**config.mk**
```make
export PLATFORM = sky130hd
export DESIGN_NAME = modem_status_unit
export DESIGN_NICKNAME = d
export VERILOG_FILES = /design/src/rtl/msr_pkg.sv /design/src/rtl/msr_line_sync.sv /design/src/rtl/msr_src_select.sv /design/src/rtl/msr_event_detect.sv /design/src/rtl/modem_status_unit.sv
export SDC_FILE = /design/constraint.sdc
export NUM_CORES = 1
export LEC_CHECK = 0
export ABC_AREA = 1
export BUFFER_PORTS_ARGS = -buffer_cell sky130_fd_sc_hd__clkbuf_2
export CAP_MARGIN = 25
export CORE_ASPECT_RATIO = 0.75
export CORE_MARGIN = 2
export CORE_UTILIZATION = 41
export CTS_CLUSTER_DIAMETER = 200
export DETAILED_ROUTE_END_ITERATION = 7
export PLACE_DENSITY = 0.77
export SLEW_MARGIN = 20
export SYNTH_ARGS = -nofsm -noshare
export SYNTH_HDL_FRONTEND = slang
export SYNTH_SLANG_ARGS = --single-unit
```
**constraint.sdc**
```tcl
create_clock -name clk -period 1.2 [get_ports clk]
set_input_delay 0.18 -clock clk [delete_from_list [all_inputs] [get_ports clk]]
set_output_delay 0.18 -clock clk [all_outputs]
set_load 0.05 [all_outputs]
```
**src/rtl/msr_pkg.sv**
```systemverilog
package msr_pkg;
    localparam int unsigned LINE_CNT = 4;
    localparam int unsigned IDX_CTS  = 0;
    localparam int unsigned IDX_DSR  = 1;
    localparam int unsigned IDX_RING = 2;
    localparam int unsigned IDX_DCD  = 3;

    typedef logic [LINE_CNT-1:0] line_vec_t;

    typedef struct packed {
        line_vec_t level;
        line_vec_t flags;
    } track_state_t;
endpackage

```
**src/rtl/msr_line_sync.sv**
```systemverilog
module msr_line_sync #(
    parameter int unsigned STAGES = 2,
    parameter int unsigned WIDTH  = 4
) (
    input  logic             clk,
    input  logic             rst_n,
    input  logic [WIDTH-1:0] async_i,
    output logic [WIDTH-1:0] sync_o
);
    logic [STAGES-1:0][WIDTH-1:0] chain_d;
    logic [STAGES-1:0][WIDTH-1:0] chain_q;

    always_comb begin
        chain_d[0] = async_i;
        for (int s = 1; s < STAGES; s++) begin
            chain_d[s] = chain_q[s-1];
        end
    end

    // pins are taken as idle-high while reset is held
    always_ff @(posedge clk or negedge rst_n) begin
        if (!rst_n) begin
            chain_q <= '1;
        end else begin
            chain_q <= chain_d;
        end
    end

    assign sync_o = chain_q[STAGES-1];
endmodule

```
**src/rtl/msr_src_select.sv**
```systemverilog
module msr_src_select
    import msr_pkg::*;
(
    input  logic      loop_en,
    input  line_vec_t pin_sync_n,
    input  line_vec_t ctl_bits,
    output line_vec_t active
);
    always_comb begin
        if (loop_en) begin
            active = ctl_bits;
        end else begin
            active = ~pin_sync_n;
        end
    end
endmodule

```
**src/rtl/msr_event_detect.sv**
```systemverilog
module msr_event_detect
    import msr_pkg::*;
#(
    parameter int unsigned TRAIL_IDX = IDX_RING
) (
    input  line_vec_t prev,
    input  line_vec_t cur,
    output line_vec_t events
);
    for (genvar i = 0; i < LINE_CNT; i++) begin : g_line
        if (i == TRAIL_IDX) begin : g_trail
            // only the de-assertion of the line counts
            assign events[i] = prev[i] & ~cur[i];
        end else begin : g_any
            assign events[i] = prev[i] ^ cur[i];
        end
    end
endmodule

```
**src/rtl/modem_status_unit.sv**
```systemverilog
module modem_status_unit
    import msr_pkg::*;
#(
    parameter int unsigned ADDR_W      = 8,
    parameter int unsigned DATA_W      = 32,
    parameter int unsigned REG_OFFSET  = 'h18,
    parameter int unsigned SYNC_STAGES = 2
) (
    input  logic              clk,
    input  logic              rst_n,
    input  logic [3:0]        line_n,
    input  logic              loop_en,
    input  logic              ctl_out2,
    input  logic              ctl_out1,
    input  logic              ctl_dtr,
    input  logic              ctl_rts,
    input  logic              irq_en,
    input  logic [ADDR_W-1:0] bus_addr,
    input  logic              bus_rd,
    input  logic              bus_wr,
    output logic [DATA_W-1:0] rd_data,
    output logic              irq
);
    localparam int unsigned STATUS_W = 2 * LINE_CNT;
    localparam int unsigned PAD_W    = DATA_W - STATUS_W;
    localparam logic [ADDR_W-1:0] HIT_ADDR = ADDR_W'(REG_OFFSET);

    line_vec_t    pin_sync_n;
    line_vec_t    ctl_bits;
    line_vec_t    active;
    line_vec_t    ev_now;
    line_vec_t    flags_q;
    line_vec_t    level_q;
    logic         rd_hit;
    track_state_t st_d;
    track_state_t st_q;

    msr_line_sync #(
        .STAGES (SYNC_STAGES),
        .WIDTH  (LINE_CNT)
    ) i_sync (
        .clk     (clk),
        .rst_n   (rst_n),
        .async_i (line_n),
        .sync_o  (pin_sync_n)
    );

    always_comb begin
        ctl_bits           = '0;
        ctl_bits[IDX_DCD]  = ctl_out2;
        ctl_bits[IDX_RING] = ctl_out1;
        ctl_bits[IDX_DSR]  = ctl_dtr;
        ctl_bits[IDX_CTS]  = ctl_rts;
    end

    msr_src_select i_sel (
        .loop_en    (loop_en),
        .pin_sync_n (pin_sync_n),
        .ctl_bits   (ctl_bits),
        .active     (active)
    );

    msr_event_detect #(
        .TRAIL_IDX (IDX_RING)
    ) i_evt (
        .prev   (st_q.level),
        .cur    (active),
        .events (ev_now)
    );

    // a cycle carrying a write strobe is a write, never a read
    assign rd_hit = bus_rd && !bus_wr && (bus_addr == HIT_ADDR);

    always_comb begin
        st_d       = st_q;
        st_d.level = active;
        st_d.flags = (rd_hit ? '0 : st_q.flags) | ev_now;
    end

    always_ff @(posedge clk or negedge rst_n) begin
        if (!rst_n) begin
            st_q <= '0;
        end else begin
            st_q <= st_d;
        end
    end

    assign flags_q = st_q.flags;
    assign level_q = st_q.level;
    assign rd_data = rd_hit ? {{PAD_W{1'b0}}, st_q.level, st_q.flags} : '0;
    assign irq     = irq_en && (st_q.flags != '0);
endmodule

```
* Word level (Yosys, flattened, before mapping) *
Cells that the tools add are included.

word-level totals
  bits in registers = 16
  latch bits = 0
  RAM bits = 0
  memory bits (read-only) = 0
  bits of input ports = 22
  output and inout bits = 33
  word-level logic and storage cells = 20
  memories = 0

cells by class
  $add $sub $neg = 0
  multiply operators = 0
  div/mod/pow operators = 0
  order comparisons = 0
  equal/unequal tests = 1
  shift operators = 0
  muxes and demuxes = 3
  bitwise operators = 7
  reduce and logical (&&, ||, !) cells = 5

operator list
  operator                                       count
  == test 8 x 5 -> 1 bit, second input constant  1
  2-to-1 mux 4 bit                               2
  2-to-1 mux 8 bit                               1
  NOT 4 bit                                      1
  OR 4 bit                                       1
  nonzero test 4 bit                             1
  logical AND 1 bit                              3
  bitwise XOR 1 bit                              3
  AND 1 bit                                      1
  zero test 1 bit                                1
  NOT 1 bit                                      1

* Logic depth before layout (Yosys ltp) *
  word-level depth = 5
  depth in mapped cells = 7
  mapped depth without buffers = 6

* By module *
Synthesis repeated with hierarchy kept, for this count alone.

unflattened totals
  cell total of the unflattened synthesis = 112
  area total of the unflattened synthesis = 919.6 µm²

by module, submodules not included
  module             instances  cells an instance  area each (µm²)  sequential area each (µm²)
  modem_status_unit  1          79                 610.6            200.2
  msr_line_sync      1          8                  210.2            210.2
  msr_event_detect   1          17                 63.8             0.0
  msr_src_select     1          8                  35.0             0.0

* Least setup slack after synthesis *
Ideal clock, no wire load.

  path kind = input to output
  start = input bus_addr[2]
  end = output rd_data[0]
  arrival time = 1268 ps
  required time = 1020 ps
  setup slack = -248 ps
  stages = 6
  path buffers = 1
  path through = inv_1 nand2_1 nor2_1 nand3_1 buf_2 nor2_1

on the way
  longest elaborated chain between the ends = 3

RTL lines
  element                 RTL line                 text
  start: declaration      modem_status_unit.sv:18  input logic [ADDR_W-1:0] bus_addr,
  == test 8 x 5 -> 1 bit  modem_status_unit.sv:72  assign rd_hit = bus_rd && !bus_wr && (bus_addr == HIT_ADDR);
  logical AND 1 bit       modem_status_unit.sv:72
  2-to-1 mux 8 bit        modem_status_unit.sv:90  assign rd_data = rd_hit ? {{PAD_W{1'b0}}, st_q.level, st_q.flags} : '0;
  end: declaration        modem_status_unit.sv:21  output logic [DATA_W-1:0] rd_data,

No other way between the ends.

* Worst setup path after layout *
  start = register st_q (netlist bit flags_q[1])
  end = output irq

on the way
  longest elaborated chain between the ends = 2

RTL lines
  element                   RTL line                 text
  start: declaration        modem_status_unit.sv:36  track_state_t st_q;
  start signal: assignment  modem_status_unit.sv:84  st_q <= st_d;
  nonzero test 4 bit        modem_status_unit.sv:91  assign irq = irq_en && (st_q.flags != '0);
  logical AND 1 bit         modem_status_unit.sv:91
  end: declaration          modem_status_unit.sv:22  output logic irq

No other way between the ends.

==> summary.txt <==
Pwr
  – Combinational Power Share: 23.9%
  – Clock Power Share: 28.6%
  – Worst vdd ir: 0.9061 mV
  – Sw Ratio: 32.96%
  – Sequential power share: 47.5%
  – PD cells: 1002 nW/um2
  – Cell Int Power: 0.0008200 W
  – Switching power: 0.0004032 W
  – Lkg Pwr: 0.6591 nW

STA
  – Final worst slack: -131.4 ps
  – Pins Over Slew Limit: 0
  – RSZ-0062 raised after global routing: yes
  – Clock Skew: 7.459 ps
  – Tcrit/Tclk final: 110.9%
  – Final critical-path required period: 1331 ps
  – Fmax: 751.1 MHz
  – Final hold vios: 0
  – Final number of setup-violating endpoints: 3

Global routing
  – First-pass GRT wire length: 2180 um
  – Total gr overflow: 0
  – Vias in the first global route: 577
  – Initial antenna violation count: 0
  – Pin count of the biggest net entering global routing: 17
  – All-Layer GR Usage: 11.66%

Clocking
  – H-tree Lvls: 1
  – Clk_lat worst skew: 290 ps
  – CTS buffer count: 3
  – TritonCTS clock tree: done
  – Clock sink count: 16
  – Longest Clk Path Bufs: 2
  – CTS clk-pin slew, worst paths: 90 ps
  – CTS Root Cell: clkbuf_4

Synth
  – Cell count after synthesis: 95
  – Post-synthesis sequential area ratio: 48.96%
  – Top-area cell type share of the netlist area: 25.07%
  – Yosys Warn Count: 0
  – Synth area leader: dfstp_2
  – Yosys reg bits: 16
  – Syn_area_per_cell: 8.824 um2
  – Count of cell types in the netlist: 14
  – Synth area leaders: dfstp_2, dfrtp_1, buf_4
  – Post-Syn Area: 838.3 um2

Worst hold path
  – Hold WC Path Type: input pin to register
  – Cell depth of the worst hold path: 3
  – Min-delay src: ctl_dtr
  – Hold Path Sink: level_q[1]

Cells and area
  – Post-route cell area: 1221 um2
  – Multi-input logic area: 327.8 um2
  – Inserted Diodes: 0
  – Area Overhead vs Synth: 45.67%
  – Fin cells: 164
  – Proportion of layout cells with a drive suffix above 1: 50.71%
  – FF/Latch Area: 410.4 um2
  – Fillers: 160
  – Nets: 163

Drt
  – WL/cell: 8.567 um
  – Final WL: 1405 um
  – Via/cell ratio: 3.872
  – DRC errors left: 0
  – Vias after detailed routing: 635
  – DR pass1 iterations: 4
  – Routed Antenna Nets: 0
  – DR iter-0 viols: 12

Status
  – Failing checks: negative setup slack
  – Status: finished, violations left

Critical path
  – Cell count of the worst reg-to-reg path: 3
  – Worst EP required: 1020 ps
  – Crit path DAT: 1150 ps
  – Internal reg-to-reg setup slack: 290 ps
  – Reg-to-Reg Start: i_sync.sync_o[2]
  – Reg2reg end: flags_q[2]
  – Worst Path Max Fanout: 2
  – Crit. End Element: output port
  – Critical Path Source Type: register
  – Critical path type: register to output port

Floorplanning
  – Die area: 2426 um2
  – Die width: 56.21 um
  – Die height: 43.16 um
  – I/O pin count: 55
  – FP Rows: 14
  – Initial Util: 42.73%
  – Core Region: 1962 um2

Run
  – Max-cap violation count: 0

Placement
  – DP Area: 1007 um2
  – Placed cells: 148
  – Gpl congestion: 0.6856
  – IO Port Bufs: 30
  – Dpl hpwl: 992.9 um
==> critical path: stages (launching register included) <==
cell and delay (ps):
dfrtp_1 400, inv_2 70, nand3_2 60, o21a_1 180
buf_8 150
==> cells in the mapped netlist <==
library cell / n
buf_4: 24
conb_1: 1
o21a_1: 1
xor2_1: 3
o21ai_1: 1
buf_2: 1
or2_1: 1
dfstp_2: 8
o21ai_2: 3
dfrtp_1: 8
nor2_1: 11
inv_1: 15
nand3_1: 2
nand2_1: 16
==> placed cells by master (no fill, tap or decap) <==
cell           netlist  final
conb_1               1     24
clkbuf_2             0     21
nand2_1             16     14
inv_1               15      8
dfrtp_1              8      8
dfstp_2              8      8
inv_2                0      7
buf_4               24      6
nor2_4               0      5
dlygate4sd3_1        0      5
buf_6                0      4
buf_12               0      4
nor2_1              11      3
nor2_2               0      3
o21ai_2              3      3
xor2_1               3      3
clkbuf_4             0      3
nand2_2              0      2
buf_8                0      2
nand3_1              2      1
o21ai_1              1      1
or2_1                1      1
nand3_2              0      1
o21a_1               1      1
clkbuf_8             0      1
buf_2                1      1
==> power groups by stage <==
stage	sequential (W)	combinational, W	clock [W]
finish	0.000581	0.000292	0.000350
global route	0.000584	0.000311	0.000382
CTS	0.000581	0.000282	0.000357
detailed placement	0.000591	0.000266	0
global placement	0.000589	0.000262	0
floorplan	0.000589	0.000274	0
==> logic make-up (layout without fill, tap and decap cells) <==
logic type	Yosys count	in the layout	share of synthesized area, %
and+or+nand+nor	30	30	14.03
xor gates and xnor gates	3	3	3.135
AOI/OAI and AO/OA	5	5	4.627
DFF	16	16	48.95
buffers and inverters	40	62	28.80
other	1	24	0.4473
==> metal layers <==
layer / up-vias / wire, um / part of all wire [%] / GRT usage, %
met5: - / 0 / 0 / 0
met3: 2 / 156 / 11 / 4.878
li1: 322 / - / - / -
met2: 43 / 670 / 48 / 20.00
met4: 0 / 6 / 0.43 / 2.857
met1: 268 / 572 / 41 / 13.63
==> through the flow <==
step                      hold WS (ps)  total power, W  setup slack, ps  setup TNS [ps]  utilization, %
after floorplan                 -115.6       0.0008630           -54.55          -436.4               -
after global placement           97.78       0.0008517           -22.83          -82.63           51.34
after detailed placement         114.6       0.0008568           -29.35          -110.7           51.34
after CTS                        131.1        0.001221           -138.9          -138.9           58.04
after global routing             124.9        0.001277           -193.1          -618.3           62.24
final                            128.6        0.001223           -131.4          -308.4           62.24
==> state kept, by name, summed over array words and instances, names as in the netlist <==
name            count
flags_q             4
i_sync.chain_d      4
level_q             4
i_sync.sync_o       4
==> cell type report <==
cell class | count | share of cell area [%]
multi-input combinational | 62 | 26.84
clock buffer | 4 | 2.971
inverter | 15 | 4.611
tap | 24 | 2.459
sequential | 16 | 33.61
timing repair buffer | 43 | 29.51
==> repair_timing <==
action	CTS	global route
buffers inserted	2	5
endpoints found under the hold margin	12	0
pin swaps	0	2
setup endpoints to repair	5	9
resized for setup	11	20
hold buffers	5	0
==> how the worst max path moves through the flow <==
stage | slack, ps | startpoint | depth (start not counted) | to
after floorplan | -50 | bus_addr[2] | 6 | rd_data[0]
after global placement | -20 | bus_addr[2] | 8 | rd_data[2]
after detailed placement | -30 | bus_addr[2] | 8 | rd_data[1]
after CTS | -140 | flags_q[0] | 4 | irq
after global routing | -190 | flags_q[0] | 4 | irq
final | -130 | flags_q[1] | 4 | irq
No activity file was read; power rests on OpenSTA's default activity.
